**src/rtl/irq_ctrl_pkg.sv**
```systemverilog
package irq_ctrl_pkg;
  localparam int IM_W = 2;

  typedef enum logic [IM_W-1:0] {
    IM_FIXED  = 2'd0,
    IM_RST38  = 2'd1,
    IM_VECTOR = 2'd2,
    IM_RSVD   = 2'd3
  } imode_t;
endpackage

```
**src/rtl/nmi_edge_latch.sv**
```systemverilog
module nmi_edge_latch (
  input  logic clk,
  input  logic rst_n,
  input  logic nmi_in,
  input  logic ack,
  output logic pending
);
  logic line_q, line_d;
  logic pend_q, pend_d;
  logic rise;

  assign rise = nmi_in & ~line_q;

  always_comb begin
    line_d = nmi_in;
    pend_d = pend_q;
    if (rise)     pend_d = 1'b1;
    else if (ack) pend_d = 1'b0;
  end

  always_ff @(posedge clk or negedge rst_n) begin
    if (!rst_n) begin
      line_q <= 1'b0;
      pend_q <= 1'b0;
    end else begin
      line_q <= line_d;
      pend_q <= pend_d;
    end
  end

  assign pending = pend_q;

  // a fresh pending request must follow a sampled rising edge
  a_r1_edge_only: assert property (@(posedge clk) disable iff (!rst_n)
    (pend_q && !$past(pend_q)) |-> ($past(nmi_in) && !$past(line_q)));
endmodule

```
**src/rtl/iff_unit.sv**
```systemverilog
module iff_unit (
  input  logic clk,
  input  logic rst_n,
  input  logic ei_stb,
  input  logic di_stb,
  input  logic boundary_stb,
  input  logic nmi_ack,
  input  logic irq_ack,
  output logic iff1,
  output logic iff2,
  output logic shadow
);
  logic iff1_q, iff1_d;
  logic iff2_q, iff2_d;
  logic shd_q, shd_d;

  always_comb begin
    iff1_d = iff1_q;
    iff2_d = iff2_q;
    if (nmi_ack) begin
      iff2_d = iff1_q;
      iff1_d = 1'b0;
    end else if (irq_ack || di_stb) begin
      iff1_d = 1'b0;
      iff2_d = 1'b0;
    end else if (ei_stb) begin
      iff1_d = 1'b1;
      iff2_d = 1'b1;
    end
  end

  always_comb begin
    shd_d = shd_q;
    if (ei_stb)            shd_d = 1'b1;
    else if (boundary_stb) shd_d = 1'b0;
  end

  always_ff @(posedge clk or negedge rst_n) begin
    if (!rst_n) begin
      iff1_q <= 1'b0;
      iff2_q <= 1'b0;
      shd_q  <= 1'b0;
    end else begin
      iff1_q <= iff1_d;
      iff2_q <= iff2_d;
      shd_q  <= shd_d;
    end
  end

  assign iff1   = iff1_q;
  assign iff2   = iff2_q;
  assign shadow = shd_q;

  // an uncontested enable sets both bits
  a_r3_ei_sets_both: assert property (@(posedge clk) disable iff (!rst_n)
    (ei_stb && !di_stb && !nmi_ack && !irq_ack) |=> (iff1_q && iff2_q));
  // the live enable never stands without the saved one
  a_r3_live_needs_saved: assert property (@(posedge clk) disable iff (!rst_n)
    iff1_q |-> iff2_q);
  // non-maskable acceptance saves the live enable and clears it
  a_r2_nmi_saves: assert property (@(posedge clk) disable iff (!rst_n)
    nmi_ack |=> (!iff1_q && (iff2_q == $past(iff1_q))));
  // maskable acceptance clears both bits
  a_r6_irq_clears: assert property (@(posedge clk) disable iff (!rst_n)
    (irq_ack && !nmi_ack) |=> (!iff1_q && !iff2_q));
endmodule

```
**src/rtl/halt_unit.sv**
```systemverilog
module halt_unit (
  input  logic clk,
  input  logic rst_n,
  input  logic halt_stb,
  input  logic wake,
  output logic halted
);
  logic halt_q, halt_d;

  always_comb begin
    halt_d = halt_q;
    if (wake)          halt_d = 1'b0;
    else if (halt_stb) halt_d = 1'b1;
  end

  always_ff @(posedge clk or negedge rst_n) begin
    if (!rst_n) halt_q <= 1'b0;
    else        halt_q <= halt_d;
  end

  assign halted = halt_q;

  // acceptance always releases the halt
  a_r8_wake_releases: assert property (@(posedge clk) disable iff (!rst_n)
    wake |=> !halt_q);
  // a halt without acceptance enters or stays halted
  a_r7_halt_enters: assert property (@(posedge clk) disable iff (!rst_n)
    (halt_stb && !wake) |=> halt_q);
endmodule

```
**src/rtl/irq_halt_ctrl.sv**
```systemverilog
module irq_halt_ctrl
  import irq_ctrl_pkg::*;
(
  input  logic            clk,
  input  logic            rst_n,
  input  logic            irq_lvl,
  input  logic            nmi_in,
  input  logic            ei_stb,
  input  logic            di_stb,
  input  logic            halt_stb,
  input  logic            boundary_stb,
  input  logic            nmi_ack,
  input  logic            irq_ack,
  input  logic            im_wr,
  input  logic [IM_W-1:0] im_val,
  output logic            take_nmi,
  output logic            take_irq,
  output logic            halt_o,
  output logic            iff1_o,
  output logic            iff2_o,
  output logic [IM_W-1:0] im_o
);
  logic   nmi_pend;
  logic   iff1_w, iff2_w, shadow_w;
  imode_t im_q, im_d;

  nmi_edge_latch u_nmi (
    .clk     (clk),
    .rst_n   (rst_n),
    .nmi_in  (nmi_in),
    .ack     (nmi_ack),
    .pending (nmi_pend)
  );

  iff_unit u_iff (
    .clk          (clk),
    .rst_n        (rst_n),
    .ei_stb       (ei_stb),
    .di_stb       (di_stb),
    .boundary_stb (boundary_stb),
    .nmi_ack      (nmi_ack),
    .irq_ack      (irq_ack),
    .iff1         (iff1_w),
    .iff2         (iff2_w),
    .shadow       (shadow_w)
  );

  halt_unit u_halt (
    .clk      (clk),
    .rst_n    (rst_n),
    .halt_stb (halt_stb),
    .wake     (nmi_ack | irq_ack),
    .halted   (halt_o)
  );

  always_comb begin
    im_d = im_q;
    if (im_wr && (imode_t'(im_val) != IM_RSVD)) im_d = imode_t'(im_val);
  end

  always_ff @(posedge clk or negedge rst_n) begin
    if (!rst_n) im_q <= IM_FIXED;
    else        im_q <= im_d;
  end

  assign take_nmi = nmi_pend;
  assign take_irq = irq_lvl & iff1_w & ~shadow_w & ~nmi_pend;
  assign iff1_o   = iff1_w;
  assign iff2_o   = iff2_w;
  assign im_o     = im_q;

  // a maskable request needs the live enable and yields to the non-maskable one
  a_r5_irq_gated: assert property (@(posedge clk) disable iff (!rst_n)
    take_irq |-> (iff1_o && !take_nmi && irq_lvl));
  // the reserved mode never gets stored
  a_r10_mode_legal: assert property (@(posedge clk) disable iff (!rst_n)
    im_o != 2'd3);
endmodule

```
**config.mk**
```make
export PLATFORM = sky130hd
export DESIGN_NAME = irq_halt_ctrl
export DESIGN_NICKNAME = d
export VERILOG_FILES = /design/src/rtl/irq_ctrl_pkg.sv /design/src/rtl/nmi_edge_latch.sv /design/src/rtl/iff_unit.sv /design/src/rtl/halt_unit.sv /design/src/rtl/irq_halt_ctrl.sv
export SDC_FILE = /design/constraint.sdc
export NUM_CORES = 1
export LEC_CHECK = 0
export BUFFER_PORTS_ARGS = -buffer_cell sky130_fd_sc_hd__buf_2
export CORE_AREA = 3 3 40 42
export CTS_BUF_LIST = sky130_fd_sc_hd__clkbuf_4 sky130_fd_sc_hd__clkbuf_8 sky130_fd_sc_hd__clkbuf_16
export DETAILED_ROUTE_END_ITERATION = 12
export DIE_AREA = 0 0 43 45
export PLACE_DENSITY = 0.55
export SLEW_MARGIN = 10
export SYNTH_ARGS = -nofsm -noshare
export SYNTH_HDL_FRONTEND = slang
export SYNTH_SLANG_ARGS = --single-unit
```
**constraint.sdc**
```tcl
create_clock -name clk -period 0.8 [get_ports clk]
set_clock_uncertainty 0.1 [all_clocks]
set_input_delay 0.04 -clock clk [delete_from_list [all_inputs] [get_ports clk]]
set_output_delay 0.04 -clock clk [all_outputs]
set_load 0.005 [all_outputs]
```
## After elaboration in Yosys (flattened, before gate mapping)

Index checks and enable logic that the tools add are counted.

| cells by class | value |
|---|---|
| eq/ne operators | 1 |
| reduce and logical (&&, ||, !) cells | 6 |
| bitwise operators | 8 |
| multiplexer cells | 10 |

Operators with widths:

| kind | number |
|---|---|
| 2-to-1 mux 1 bit | 10 |
| nonzero test 2 bit | 3 |
| AND 1 bit | 4 |
| NOT 1 bit | 3 |
| nonzero test 3 bit | 1 |
| != test 2 bit (second input constant) | 1 |
| logical AND 1 bit | 1 |
| logical OR 1 bit | 1 |
| bitwise OR 1 bit | 1 |

| storage, ports and cells | value |
|---|---|
| word-level logic and storage cells | 32 |
| input port bits | 13 |
| flip-flop bits (word level) | 8 |

## Longest topological paths before layout

| logic depth | value |
|---|---|
| word-level depth | 3 |
| gate-level depth with buffers | 2 |

## By module

A second synthesis with hierarchy kept.

| second synthesis, totals | value |
|---|---|
| cell total of the unflattened synthesis | 27 |
| area, all modules | 330.3 µm² |

By module, submodules not included:

| module | times used | area each (µm²) | cells each |
|---|---|---|---|
| iff_unit | 1 | 120.1 | 10 |
| irq_halt_ctrl | 1 | 105.1 | 10 |
| nmi_edge_latch | 1 | 70.1 | 5 |
| halt_unit | 1 | 35.0 | 2 |

## Worst setup path after synthesis

Ideal clock, no wire load.

| path | value |
|---|---|
| path kind | reg-to-reg |
| start | register u_iff.iff2 (netlist name) |
| end | register u_iff.iff2_q (netlist: u_iff.iff2) |
| period minus slack after synthesis | 760 ps |
| path buffers | 0 |
| path slack | 40 ps |
| library setup time | 125 ps |
| arrival time | 536 ps |
| cell stages (with the launch flop) | 3 |
| cell sequence | dfrtp_1 -> nor2_1 -> o41ai_2 |

RTL lines:

| item | RTL line | source |
|---|---|---|
| end signal, assigned | iff_unit.sv:45 | `iff2_q <= iff2_d;` |
| end, declared | iff_unit.sv:14 | `logic iff2_q, iff2_d;` |

## Worst setup path in the final report

| path | value |
|---|---|
| start | register u_iff.shd_q (netlist: u_iff.shadow) |
| end | output port take_irq |

| between the ends | value |
|---|---|
| cells in the longest elaborated chain, start to end | 3 |

Ends and longest elaborated chain:

| item | RTL line | source |
|---|---|---|
| start, declared | iff_unit.sv:15 | `logic shd_q, shd_d;` |
| start signal, assigned | iff_unit.sv:42 | `shd_q <= 1'b0;` |
| start signal, assigned | iff_unit.sv:46 | `shd_q <= shd_d;` |
| NOT 1 bit | irq_halt_ctrl.sv:67 | `assign take_irq = irq_lvl & iff1_w & ~shadow_w & ~nmi_pend;` |
| AND 1 bit (2 in a row) | irq_halt_ctrl.sv:67 |  |
| end, declared | irq_halt_ctrl.sv:17 | `output logic take_irq,` |

No other way between the ends.

==> summary.txt <==
Run status
  – Outcome: finished with violations
  – Failing checks: negative hold slack, negative setup slack

Setup path
  – FF-to-FF setup slack: -0.05 ns
  – Slowest-stage cell, CP: dfrtp_1
  – CP required: 0.66 ns
  – Arrival time worst endpoint: 0.93 ns
  – R2r endpoint: u_iff.iff1$_DFFE_PN0P_
  – Crit start category: flop
  – CP Class: reg -> out
  – Critical-path cell list: nor3_2, buf_2
  – Critical Path Sink Type: primary output
  – Crit-path max FO: 2
  – Worst r2r src: u_iff.iff1$_DFFE_PN0P_
  – Reg2reg path depth: 3
  – Slowest stage delay, CP: 0.39 ns

Timing
  – Hold Vio Cnt, Final: 7
  – FMAX: 0.933 GHz
  – # setup viols final: 10
  – Max-slew violation count: 0
  – Max_slew headroom: 0.852
  – PnR worst setup slack: -0.272 ns
  – Unrepaired setup endpoints after global routing: true
  – Fin Hold WS: -0.118 ns
  – Period utilization: 1.34
  – Setup TNS: -1.12 ns
  – Final Critical Period: 1.07 ns
  – Worst slew pin tran: 0.220 ns

Yosys
  – Seq cells post-synth: 8
  – Area contributors post-synth: dfrtp_1 66%, o41ai_2 5.3%, inv_1 4.9%
  – Leading area contributor after synthesis: dfrtp_1
  – Mapped Nets: 40
  – Post-synthesis sequential area ratio: 0.656
  – Synth top area share: 0.656
  – Post-synthesis cell count: 27
  – Synth Area per Inst: between 10 and 15 sq um
  – Post-Syn Area: 305 sq um
  – Total number of yosys warnings: 0
  – Synth unique cells: 13

Place
  – Dpl cell area: around 420 sq um
  – Placer congestion estimate: 0.741
  – DPL Wire Length: between 500 and 600 um
  – I/O Buffers: 19
  – Dpl cells: 61

Finish
  – Layout fillers: 118
  – Final Instance Count excl. Fillers: between 60 and 70
  – Share of post-route cells with drive strength above 1: 0.566
  – Finished Cell Area: between 500 and 600 sq um
  – P&R area growth vs syn: 68.0%
  – Diodes inserted: 0
  – Nets: 68

Drt
  – DRT antenna net count: 0
  – Via density: 4.09
  – Pre-Repair DR Iteration Count: 1
  – Vias: between 200 and 300
  – DR iter-0 viols: 0
  – Number of remaining DRC errors: 0
  – Routed wire length: 685 um
  – WL per Instance: between 10 and 15 um

Floorplan
  – Die W: 43 um
  – Top-Level Pins: 20
  – Die Y: between 40 and 50 um
  – Core outline area: 1280 sq um
  – Starting Density: 0.238
  – Row count: 13
  – Die ar.: 1940 sq um

GRT
  – Initial antenna violation count: 0
  – Global-route wire length before repair: 993 um
  – Vias in the first global route: 235
  – Aggregate global-route resource usage: 0.0767
  – Largest net degree at the start of global routing: 9
  – GRT overflow: 0

Job
  – MaxCap Viol Count: 0

Pwr
  – Final Total Pwr: about 0.9 mW
  – Cell Pwr Density: 1720 nW/um^2
  – Pleak: 0.270 nW
  – Maximum VDD drop: 631 uV

Clock network
  – Worst-skew pair later-pin latency: 0.24 ns
  – H-tree lvl count: 1
  – Maximum clock path buffer count: 2
  – Cts-stage hold buffer count: 2
  – CTS tree: yes
  – Sinks on Clock Net: 8
  – Clock Pin Slew Worst Setup and Hold Paths: 0.05 ns
  – CTS root buf: clkbuf_4
  – CTS buffer count: 3

Worst hold path
  – Hold Path Class: in -> reg
  – Hold path cells: 2
  – Hold path endpoint: u_iff.iff1$_DFFE_PN0P_
  – Hold Crit Start: di_stb
==> layer usage <==
metal	vias up	track usage	routed length (um)
li1	143	-	-
met1	116	0.113	335
met2	19	0.0689	253
met3	0	0.0438	96
met4	0	0.0723	0
met5	-	0	0
==> flip-flops by register name, indices dropped and copies added, names as in the netlist <==
signal         flops
im_o               2
u_halt.halted      1
u_iff.iff1         1
u_iff.iff2         1
u_iff.shadow       1
u_nmi.line_q       1
u_nmi.pending      1
==> report_power, final <==
part	leakage, nW	internal [mW]	switching, mW	total [mW]
clock	0.0138	0.171	0.121	0.292
combinational	0.157	0.0815	0.0599	0.141
sequential	0.0993	0.434	0.0164	0.450
total	0.270	0.686	0.197	0.883
==> cell usage after synthesis <==
master	instances
o41ai_2	1
nand2_1	2
a21o_1	1
o22ai_1	1
o21a_1	1
nor4_1	1
nor2b_1	1
inv_1	4
nand2b_1	1
dfrtp_1	8
nor2_1	3
nor3_1	2
a21oi_1	1
==> repair_timing <==
item / CTS / global route
pin swaps: 1 / 2
setup buffers: 2 / 0
gates resized for setup: 1 / 8
hold endpoints to repair: 16 / 7
endpoints found under the setup margin: 7 / 11
==> cells by family (layout without fill, tap and decap cells) <==
family	Yosys count	count (layout)	synth area share
flip-flops	8	8	0.656
AND/OR/NAND/NOR	10	10	0.156
buffers and inverters	4	30	0.0492
AO/OA/AOI/OAI	5	5	0.139
==> per-stage QoR <==
stage          utilization  setup WS, ns
6_report             0.399        -0.272
2_1_floorplan            -        0.0398
3_5_place_dp         0.326       -0.0246
3_3_place_gp         0.326      -0.00393
4_1_cts              0.373        -0.293
5_1_grt              0.399        -0.312
==> cell type report <==
type / count / area (sq um) / area share
sequential: 8 / 200 / 0.390
multi-input combinational: 15 / 106 / 0.207
tap: 15 / 18.8 / 0.0366
inverter: 4 / 15.0 / 0.0293
clock buffer: 3 / 22.5 / 0.0439
timing repair buffer: 23 / 150 / 0.293
==> cells in the final DEF (no fill, tap or decap) <==
master and instances:
inv_2 1, buf_2 17, nor2b_1 1, nand2_2 1, nor3_1 1, nor4_2 1, a21o_1 1, nor2_2 1
dfrtp_1 8, dlygate4sd3_1 2, nand2_1 1, nor2_1 2, o41ai_2 1, nand2b_1 1, nor3_2 1, clkbuf_4 3
inv_1 3, o22ai_1 1, buf_6 4, a21oi_1 1, o21a_1 1
==> worst max-delay path by stage <==
| stage | startpoint | endpoint | cells past startpoint |
|---|---|---|---|
| after floorplan | u_iff.iff2$_DFFE_PN0P_ | u_iff.iff2$_DFFE_PN0P_ | 2 |
| after global placement | u_nmi.pending$_DFFE_PN0P_ | take_irq | 2 |
| after detailed placement | u_iff.shadow$_DFFE_PN0P_ | take_irq | 2 |
| after CTS | u_iff.iff1$_DFFE_PN0P_ | take_irq | 3 |
| after global routing | u_iff.shadow$_DFFE_PN0P_ | take_irq | 2 |
| final | u_iff.shadow$_DFFE_PN0P_ | take_irq | 2 |
==> critical path: cells and delay by family (launching register included) <==
family / cells / cell delay, ns
DFF: 1 / 0.39
and+or+nand+nor: 1 / 0.17
buffers and inverters: 1 / 0.13
(Power assumes the default switching activity.)
